$ cat config.mk
export PLATFORM = sky130hd
export DESIGN_NAME = kmp_link_builder
export DESIGN_NICKNAME = d
export VERILOG_FILES = /design/src/rtl/kmp_pkg.sv /design/src/rtl/kmp_link_table.sv /design/src/rtl/kmp_cmp_step.sv /design/src/rtl/kmp_edge_packer.sv /design/src/rtl/kmp_link_builder.sv
export SDC_FILE = /design/constraint.sdc
export NUM_CORES = 1
export LEC_CHECK = 0
export ABC_AREA = 1
export BUFFER_PORTS_ARGS = -buffer_cell sky130_fd_sc_hd__buf_2
export CORE_MARGIN = 2
export CORE_UTILIZATION = 66
export DETAILED_ROUTE_END_ITERATION = 12
export HOLD_SLACK_MARGIN = 0.12
export PLACE_DENSITY = 0.9
export SLEW_MARGIN = 20
export SYNTH_ARGS = -nofsm -noshare
export SYNTH_HDL_FRONTEND = slang
export SYNTH_SLANG_ARGS = --single-unit
$ cat constraint.sdc
create_clock -name clk -period 4.5 [get_ports clk]
set_input_delay 0.45 -clock clk [delete_from_list [all_inputs] [get_ports clk]]
set_output_delay 0.45 -clock clk [all_outputs]
set_load 0.005 [all_outputs]
$ cat src/rtl/kmp_pkg.sv
package kmp_pkg;

    localparam int IDX_W   = 6;
    localparam int ADDR_W  = 16;
    localparam int BYTE_W  = 8;
    localparam int SEL_W   = 2;
    localparam int TAG_W   = 2;

    typedef enum logic [2:0] {
        ST_IDLE,
        ST_CMP,
        ST_POS,
        ST_WR0,
        ST_WR1,
        ST_WR2,
        ST_FIN
    } build_st_e;

    typedef struct packed {
        build_st_e          st;
        logic [IDX_W-1:0]   i;
        logic [IDX_W-1:0]   q;
        logic [IDX_W-1:0]   m;
        logic [IDX_W-1:0]   row;
        logic [IDX_W-1:0]   col;
        logic               lw_en;
        logic [ADDR_W-1:0]  base;
    } build_regs_t;

endpackage

$ cat src/rtl/kmp_link_table.sv
module kmp_link_table #(
    parameter int DEPTH = 33,
    parameter int IW    = 6
) (
    input  logic          clk,
    input  logic          rst_n,
    input  logic          we,
    input  logic [IW-1:0] waddr,
    input  logic [IW-1:0] wdata,
    input  logic [IW-1:0] raddr,
    output logic [IW-1:0] rdata
);

    logic [IW-1:0] mem_q [DEPTH];

    always_ff @(posedge clk or negedge rst_n) begin
        if (!rst_n) begin
            for (int k = 0; k < DEPTH; k++) mem_q[k] <= '0;
        end else if (we && (waddr < IW'(DEPTH))) begin
            mem_q[waddr] <= wdata;
        end
    end

    always_comb begin
        rdata = '0;
        if (raddr < IW'(DEPTH)) rdata = mem_q[raddr];
    end

endmodule

$ cat src/rtl/kmp_cmp_step.sv
module kmp_cmp_step #(
    parameter int IW = 6,
    parameter int CW = 8
) (
    input  logic [IW-1:0] i_cur,
    input  logic [IW-1:0] q_cur,
    input  logic [IW-1:0] link_of_q,
    input  logic [CW-1:0] chr_at_i,
    input  logic [CW-1:0] chr_at_q,
    output logic          record,
    output logic [IW-1:0] i_nxt,
    output logic [IW-1:0] q_nxt
);

    always_comb begin
        i_nxt  = i_cur;
        q_nxt  = q_cur;
        record = 1'b0;
        if (chr_at_i == chr_at_q) begin
            i_nxt  = i_cur + 1'b1;
            q_nxt  = q_cur + 1'b1;
            record = 1'b1;
        end else if (q_cur == '0) begin
            i_nxt  = i_cur + 1'b1;
            q_nxt  = '0;
            record = 1'b1;
        end else begin
            q_nxt  = link_of_q;
        end
    end

endmodule

$ cat src/rtl/kmp_edge_packer.sv
module kmp_edge_packer
    import kmp_pkg::*;
#(
    parameter logic [TAG_W-1:0] TAG      = 2'b10,
    parameter int               DATA_W   = 24,
    parameter logic [DATA_W-1:0] INS_DATA = 24'hA5C33C
) (
    input  logic [IDX_W-1:0]  row,
    input  logic [IDX_W-1:0]  col,
    input  logic [SEL_W-1:0]  sel,
    output logic [ADDR_W-1:0] base_addr,
    output logic [BYTE_W-1:0] byte_out
);

    localparam int NB = DATA_W / BYTE_W;

    logic [BYTE_W-1:0] bytes [NB];

    for (genvar g = 0; g < NB; g++) begin : g_byte
        assign bytes[g] = INS_DATA[DATA_W-1-g*BYTE_W -: BYTE_W];
    end

    assign base_addr = {TAG, row, {SEL_W{1'b0}}, col};

    always_comb begin
        byte_out = '0;
        for (int k = 0; k < NB; k++) begin
            if (sel == SEL_W'(k)) byte_out = bytes[k];
        end
    end

endmodule

$ cat src/rtl/kmp_link_builder.sv
module kmp_link_builder
    import kmp_pkg::*;
#(
    parameter int               CHAR_W   = 8,
    parameter int               MAX_LEN  = 32,
    parameter logic [TAG_W-1:0] TAG      = 2'b10,
    parameter logic [23:0]      INS_DATA = 24'hA5C33C
) (
    input  logic               clk,
    input  logic               rst_n,
    input  logic               start_i,
    input  logic [IDX_W:0]     len_i,
    output logic [IDX_W-1:0]   rd_i_idx_o,
    input  logic [CHAR_W-1:0]  rd_i_chr_i,
    output logic [IDX_W-1:0]   rd_q_idx_o,
    input  logic [CHAR_W-1:0]  rd_q_chr_i,
    output logic               lw_en_o,
    output logic [IDX_W-1:0]   lw_row_o,
    output logic [IDX_W-1:0]   lw_col_o,
    output logic               cw_en_o,
    output logic [ADDR_W-1:0]  cw_addr_o,
    output logic [BYTE_W-1:0]  cw_data_o,
    output logic               done_o
);

    localparam int TBL_DEPTH = MAX_LEN + 1;
    localparam logic [IDX_W:0]   LEN_CAP = (IDX_W+1)'(MAX_LEN);

    build_regs_t r_q, r_d;

    logic [IDX_W-1:0]  link_rd;
    logic              step_rec;
    logic [IDX_W-1:0]  step_i, step_q;
    logic [SEL_W-1:0]  byte_sel;
    logic [ADDR_W-1:0] pk_base;
    logic [BYTE_W-1:0] pk_byte;

    kmp_link_table #(
        .DEPTH (TBL_DEPTH),
        .IW    (IDX_W)
    ) u_table (
        .clk   (clk),
        .rst_n (rst_n),
        .we    (r_q.lw_en),
        .waddr (r_q.row),
        .wdata (r_q.col),
        .raddr (r_q.q),
        .rdata (link_rd)
    );

    kmp_cmp_step #(
        .IW (IDX_W),
        .CW (CHAR_W)
    ) u_step (
        .i_cur     (r_q.i),
        .q_cur     (r_q.q),
        .link_of_q (link_rd),
        .chr_at_i  (rd_i_chr_i),
        .chr_at_q  (rd_q_chr_i),
        .record    (step_rec),
        .i_nxt     (step_i),
        .q_nxt     (step_q)
    );

    kmp_edge_packer #(
        .TAG      (TAG),
        .DATA_W   (24),
        .INS_DATA (INS_DATA)
    ) u_pack (
        .row       (r_q.row),
        .col       (r_q.col),
        .sel       (byte_sel),
        .base_addr (pk_base),
        .byte_out  (pk_byte)
    );

    always_comb begin
        unique case (r_q.st)
            ST_WR1:  byte_sel = 2'd1;
            ST_WR2:  byte_sel = 2'd2;
            default: byte_sel = 2'd0;
        endcase
    end

    always_comb begin
        r_d       = r_q;
        r_d.lw_en = 1'b0;
        unique case (r_q.st)
            ST_IDLE: begin
                if (start_i) begin
                    r_d.m  = (len_i > LEN_CAP) ? IDX_W'(MAX_LEN) : len_i[IDX_W-1:0];
                    r_d.i  = IDX_W'(1);
                    r_d.q  = '0;
                    r_d.st = ST_CMP;
                end
            end
            ST_CMP: begin
                if (r_q.i >= r_q.m) begin
                    r_d.st = ST_FIN;
                end else if (step_rec) begin
                    r_d.i     = step_i;
                    r_d.q     = step_q;
                    r_d.row   = step_i;
                    r_d.col   = step_q;
                    r_d.lw_en = 1'b1;
                    r_d.st    = ST_POS;
                end else begin
                    r_d.q = step_q;
                end
            end
            ST_POS: begin
                r_d.base = pk_base;
                r_d.st   = ST_WR0;
            end
            ST_WR0:  r_d.st = ST_WR1;
            ST_WR1:  r_d.st = ST_WR2;
            ST_WR2:  r_d.st = ST_CMP;
            ST_FIN:  r_d.st = ST_IDLE;
            default: r_d.st = ST_IDLE;
        endcase
    end

    always_ff @(posedge clk or negedge rst_n) begin
        if (!rst_n) begin
            r_q    <= '0;
            r_q.st <= ST_IDLE;
        end else begin
            r_q <= r_d;
        end
    end

    assign rd_i_idx_o = r_q.i;
    assign rd_q_idx_o = r_q.q;
    assign lw_en_o    = r_q.lw_en;
    assign lw_row_o   = r_q.row;
    assign lw_col_o   = r_q.col;
    assign cw_en_o    = (r_q.st == ST_WR0) || (r_q.st == ST_WR1) || (r_q.st == ST_WR2);
    assign cw_addr_o  = {r_q.base[ADDR_W-1:8], byte_sel, r_q.base[5:0]};
    assign cw_data_o  = pk_byte;
    assign done_o     = (r_q.st == ST_FIN);

endmodule

==> reports/metrics.yaml, run 1 <==
status: "finished clean"
antenna_found_initial: 0
syn_area_per_cell_um2: 7.66
rsz0062_at_grt: "false"
route.met3.wl_mm: 3.09
end_kind: "flop"
synth_top_area_share_pct: 49.1
grt_max_degree: 114
setup_viol: 0
fp-row-count: 50
gp_congestion: 0.981
clock_latency_ns: 0.53
fin_crit_ns: 3.09
fin_nets: 1647
swShare_pct: 28.3
p_leak_nw: 6.40
grt_pass1_vias: 10400
max_clock_freq_mhz: 323
ant_nets: 0
clkPwrFrac_pct: 42.0
drive_above_1_share_pct: 11.0
design_area_um2: 13400
synthArstFlopShare_pct: 100
die_area_um2: 20000
synth_edf_count: 0
crit_slowest_cell: "nand2_1"
ys_types: 35
power_frac_comb_pct: 13.8
synth_area_leaders: "dfrtp_1 49%, nand2_1 19%, o21ai_0 5.9%, nand3_1 5.2%, inv_1 3.8%"
fin_setup_tns_ns: 0
cp_slowest_stage_delay_ns: 0.46
antenna_cells: 0
p_sw_mw: 1.54
hold_violations: 0
layout_common_cells: "616 x nand2_1, 244 x dfrtp_1, 148 x o21ai_0, 131 x nand3_1, 127 x inv_1"
p_int_mw: 3.90
drt_wl_total_mm: 31.4
grt-ovfl-total: 0
syn_area_um2: 12500
wl_per_cell_um: 16.8
topRoutingLayerUsed: "met4"
port_buffers: 75
clock_path_buffers: 3
critical-path-top-delay-family: "simple AND/OR/NAND/NOR gates"
grt_pass1_wl_mm: 51.9
vias_per_cell: 5.86
htree_num_levels: 1
dp_hpwl_mm: 19.8
synth_flop_cell: "dfrtp_1"
met2_length_mm: 14.6
power_density_nw_per_um2: 405
slew_headroom_pct: 22.5
rr_worst_depth: 10
hold_end: "r_q[29]"
cp-start-kind: "flop"
reg2reg_to: "lw_row_o[5]"
met1Wirelength_mm: 12.4
stdcell_count: 1865
coreArea_um2: 18600
rrSetupSlack_ns: 1.41
grt.total_usage_pct: 32.2
vias: 10900
critPathArrivalTime_ns: 3.53
peakVddDrop_v: 0.000426
drt_iter0_drc: 1270
cts_root_buf: "clkbuf_16"
place_area_um2: 12500
post_cts_buffers: 0
die_w_um: 142
numClockSinks: 245
yosysWarnings: 0
hp-start: "len_i[0]"
period_share_pct: 68.8
synth-seq-cells: 245
rr_startpoint: "rd_q_idx_o[2]"
die_h_um: 142
hp-class: "primary input to flop"
route.detailed.drc: 0
crit_chain: "buf_4, inv_1, nand2_1, nor2_1, nand3_2, nand2_2, nand2_1, inv_1, nand2_1, o21ai_0"
clk_pin_slew_ns: 0.06
worstSetupPathType: "flop to flop"
n_fill_cell: 1355
multi_input_comb_area_um2: 5090
ios: 77
tightest_slew_ns: 1.15
area_growth_pct: 7.66
maxSlewViolCount: 0
synth_fp_nets: 1666
layout_commonest_cell: "nand2_1"
netlist_instances: 1630
crit_top_cell: "nand2_1"
worstHoldPathCells: 3
crit_required_ns: 4.94
start_util_pct: 67.0
drv_cap: 0
pwr-share-seq_pct: 44.2
crit_buf_inv: 3
synth_top_area_cell: "dfrtp_1"
cts_made_buffers: 26
drtPass1Iterations: 8
dp.cells: 1816
cp_max_fo: 20
seq_area_um2: 6130
finClkSkew_ns: 0.00984
tritoncts: "yes"
yosysSeqAreaShare_pct: 49.1
## power by group through the flow
stage	clock network [mW]	logic [mW]	registers, mW
floorplan	0	0.556	2.41
global placement	0	0.698	2.44
detailed placement	0	0.728	2.44
CTS	2.29	0.743	2.40
global route	2.39	0.831	2.41
finish	2.29	0.751	2.41
## tightest hold or removal path, delay by kind of cell
kind | cells | cell delay (ns)
AND/OR/NAND/NOR | 2 | 0.12
buffers and inverters | 1 | 0.09
## worst max path at each step
stage	to	start	slack, ns	cells after the start
2_1_floorplan	rd_q_idx_o[2]	rd_q_idx_o[1]	2.49	12
3_3_place_gp	lw_row_o[3]	rd_q_idx_o[2]	1.69	10
3_5_place_dp	lw_row_o[3]	rd_q_idx_o[2]	1.59	10
4_1_cts	lw_row_o[5]	rd_q_idx_o[2]	1.52	10
5_1_grt	lw_row_o[5]	rd_q_idx_o[2]	1.18	10
6_report	lw_row_o[5]	rd_q_idx_o[2]	1.41	10
## sequential cells by signal, summed over array words and instances, names as in the netlist
register / cells
cw_addr_o: 13
lw_col_o: 6
lw_en_o: 1
lw_row_o: 6
r_q: 9
rd_i_idx_o: 6
rd_q_idx_o: 6
u_table.mem_q: 198
## cell usage after synthesis (3+ instances only)
library cell and instances:
buf_4 54, nand2_1 616, xor2_1 4, buf_2 42, buf_1 3, nand4_1 6, o21ai_1 65, o21ai_0 148
nor4_4 5, ha_1 10, nor3_1 7, inv_2 4, a21oi_1 20, xnor2_1 5, clkbuf_1 38, dfrtp_1 245
inv_1 128, o21ai_2 23, nor4_2 3, nor2_1 56, nand3_1 131
## cell families after synthesis
logic type	count (synthesis)	share of synthesized area (%)
fa+ha+maj	10	1.00
other cells	1	0.0300
flops	245	49.1
compound gates	260	11.2
mux	1	0.0801
simple gates	833	27.8
buf+inv	271	10.2
xor+xnor	9	0.631
## final cells by class
class	instances	area share, %
clock buffer	37	5.67
inverter	133	3.71
clock inverter	11	1.17
tap	234	2.18
multi-input combinational	1114	37.9
timing repair buffer	91	3.81
sequential	245	45.6
## metrics by stage
stage	utilization, %	hold WS [ns]	worst slack, ns	power (mW)
2_1_floorplan	-	0.154	2.49	2.97
3_3_place_gp	67.1	0.446	1.69	3.14
3_5_place_dp	67.1	0.450	1.59	3.17
4_1_cts	72.1	0.167	1.52	5.44
5_1_grt	72.1	0.185	1.18	5.64
6_report	72.1	0.167	1.41	5.44
## timing repair
item,CTS,global route
gates resized for setup,0,0
hold endpoints to repair,110,0
hold buffers,1,0
## metal layers
layer  vias up  global-route usage (%)
met5         -                       0
met4         0                    12.9
met3       106                    7.53
met2       586                    51.2
met1      5141                    43.4
li1       5089                       -
No activity file was read; power rests on OpenSTA's default activity.
==> inputs of run 2 (changes only) <==
--- a/config.mk
+++ b/config.mk
@@ -8,10 +8,10 @@
 export ABC_AREA = 1
 export BUFFER_PORTS_ARGS = -buffer_cell sky130_fd_sc_hd__buf_2
 export CORE_MARGIN = 2
-export CORE_UTILIZATION = 66
+export CORE_UTILIZATION = 55
 export DETAILED_ROUTE_END_ITERATION = 12
 export HOLD_SLACK_MARGIN = 0.12
-export PLACE_DENSITY = 0.9
+export PLACE_DENSITY = 0.8
 export SLEW_MARGIN = 20
 export SYNTH_ARGS = -nofsm -noshare
 export SYNTH_HDL_FRONTEND = slang
==> constraint.sdc (replaced) <==
create_clock -name clk -period 2.59 [get_ports clk]
set_input_delay 0.259 -clock clk [delete_from_list [all_inputs] [get_ports clk]]
set_output_delay 0.259 -clock clk [all_outputs]
set_load 0.005 [all_outputs]
==> run 2 against run 1 <==
Against the previous run: die area rose by 19%; critical endpoint is now lw_col_o[3]; global-route usage fell by 4.4 points; register-to-register slack got worse by 1.1 ns; critical path type unchanged; flip-flop and latch count did not move; fmax rose by 35%; combinational power rose by 94%.
==> reports/metrics.yaml, run 2 (synthesized netlist as in run 1, its figures left out) <==
critical-path-top-delay-family: "buffers and inverters"
p_leak_nw: 6.60  # +3.1%
finalWorstSetupSlack_ns: 0.299  # -1.11 ns
drive_above_1_share_pct: 12.8  # +1.9 points
finClkSkew_ns: 0.0110  # +0.00118 ns
coreArea_um2: 22400  # +20%
tightest_slew_ns: 0.930  # -0.223 ns
fp-row-count: 55  # +10%
cp_slowest_stage_delay_ns: 0.49  # +0.03 ns
clock_path_buffers: 3  # unchanged
rsz0062_at_grt: "false"
crit_chain: "inv_2, buf_4, ha_1, nand2_1, a21oi_1, nand2_1, nand2_1, nand2_1, nand2_1"
grt_max_degree: 108  # -5.3%
gp_congestion: 0.897  # -8.6%
crit_slowest_cell: "dfrtp_4"
rrSetupSlack_ns: 0.30  # -1.11 ns
grt_pass1_vias: 10500  # +0.41%
max_clock_freq_mhz: 436  # +35%
clkPwrFrac_pct: 38.0  # -4.0 points
critPathArrivalTime_ns: 2.76  # -0.77 ns
crit_buf_inv: 2  # -1
area_growth_pct: 11.2
wl_per_cell_um: 16.5  # -2.0%
crit_required_ns: 3.06  # -1.88 ns
dp_worst_setup_slack_ns: 0.393  # -1.19 ns
cts_made_buffers: 26  # unchanged
antenna_found_initial: 0  # unchanged
layout_common_cells: "616 x nand2_1, 244 x dfrtp_1, 148 x o21ai_0, 131 x nand3_1, 127 x inv_1"
die_area_um2: 23900  # +19%
clock_latency_ns: 0.53  # about the same
ant_nets: 0  # unchanged
drt_wl_total_mm: 32.5  # +3.5%
worstSetupPathType: "flop to flop"
period_share_pct: 88.5  # +20 points
port_buffers: 75  # unchanged
peakVddDrop_v: 0.000690  # +62%
layout_commonest_cell: "nand2_1"
hold_violations: 0  # unchanged
grt.total_usage_pct: 27.8  # -4.4 points
crit_top_cell: "nand2_1"
setup_viol: 0  # unchanged
grt_pass1_wl_mm: 53.7  # +3.5%
hold-worst-slack_ns: 0.228  # +0.0611 ns
top_register: "u_table.mem_q"
ios: 77  # unchanged
fin_nets: 1705  # +3.5%
vias: 10900  # -0.40%
seq_area_um2: 6130  # about the same
drv_cap: 0  # unchanged
slew_headroom_pct: 37.8  # +15 points
die_h_um: 155  # +9.3%
drtPass1Iterations: 5  # -3
start_util_pct: 55.7  # -11 points
die_w_um: 155  # +9.3%
fin_setup_tns_ns: 0  # unchanged
largest_reg_flops: 198  # unchanged
swShare_pct: 29.1  # +0.82 points
cts_root_buf: "clkbuf_16"
numClockSinks: 245  # unchanged
route.detailed.drc: 0  # unchanged
cp-start-kind: "flop"
rr_worst_depth: 9  # -1
tritoncts: "yes"
clk_pin_slew_ns: 0.06  # about the same
htree_num_levels: 1  # unchanged
pwr-share-seq_pct: 45.9  # +1.7 points
maxSlewViolCount: 0  # unchanged
dp_hpwl_mm: 20.7  # +4.3%
vias_per_cell: 5.52  # -5.7%
ctsResizeCount: 0  # unchanged
grt-ovfl-total: 0  # unchanged
p_sw_mw: 2.64  # +71%
fin_crit_ns: 2.29  # -0.803 ns
crit_cells: 9  # -1
antenna_cells: 0  # unchanged
power_density_nw_per_um2: 652  # +61%
p_int_mw: 6.42  # +64%
multi_input_comb_area_um2: 5090  # about the same
end_kind: "flop"
hp-class: "primary input to asynchronous set/reset pin"
n_fill_cell: 1920  # +42%
cp_max_fo: 23  # +15%
drt_iter0_drc: 1057  # -17%
status: "finished clean"
power_frac_comb_pct: 16.1  # +2.3 points
[run 2: changes by cell type in the layout (fill, tap and decap cells not counted), sizes merged]
cell and change:
bufinv -4, dlygate4sd3 +13, buf +45, clkinvlp -1
[run 2: metrics by stage]
| stage | utilization, % | std cells | total power [mW] | area [um^2] |
|---|---|---|---|---|
| finish | 61.9 | 1969 | 9.06 | 13900 |
| global route | 61.9 | 1969 | 9.42 | 13900 |
| CTS | 61.9 | 1969 | 9.06 | 13900 |
| detailed placement | 57.8 | 1912 | 5.62 | 13000 |
| global placement | 57.8 | 1912 | 5.57 | 13000 |
| floorplan | - | 1630 | 5.16 | 12500 |
[run 2: metal layers]
metal	track usage [%]	part of all wire, %
met1	39.0	43
met2	43.3	45
met3	4.57	7.6
met4	11.5	3.9
met5	0	0
[run 2: cell type report]
cell class / instances / share of cell area [%]
Clock inverter: 6 / 0.216
Timing Repair Buffer: 149 / 7.48
Sequential cell: 245 / 44.2
Multi-Input combinational cell: 1114 / 36.6
Clock buffer: 37 / 5.35
Inverter: 133 / 3.59
Tap cell: 285 / 2.57
[run 2: worst paths after layout]
kind,from,to
setup reg to reg,rd_q_idx_o[0],lw_col_o[3]
hold / removal,rst_n,u_table.mem_q[108]
setup / recovery,rd_q_idx_o[0],lw_col_o[3]
max in group asynchronous,rst_n,rd_q_idx_o[0]
hold reg to reg,u_table.mem_q[85],u_table.mem_q[85]
min in group clk,u_table.mem_q[85],u_table.mem_q[85]
[run 2: power by group through the flow]
stage                     registers [mW]  clock network, mW  logic (mW)
after detailed placement            4.22                  0        1.40
after global routing                4.18               3.63        1.61
final                               4.16               3.45        1.46
after global placement              4.21                  0        1.36
after CTS                           4.15               3.47        1.43
after floorplan                     4.19                  0       0.965
[run 2: what timing repair did]
action | CTS | global route
buffers inserted | 0 | 0
hold buffers | 14 | 0
hold endpoints to repair | 253 | 0
[run 2: worst register-to-register path, stage by stage, from the launching register on]
cell     delay (ns)
dfrtp_4        0.49
inv_2          0.41
buf_4          0.31
ha_1           0.17
nand2_1        0.05
a21oi_1        0.41
nand2_1        0.13
nand2_1        0.10
nand2_1        0.08
nand2_1        0.08
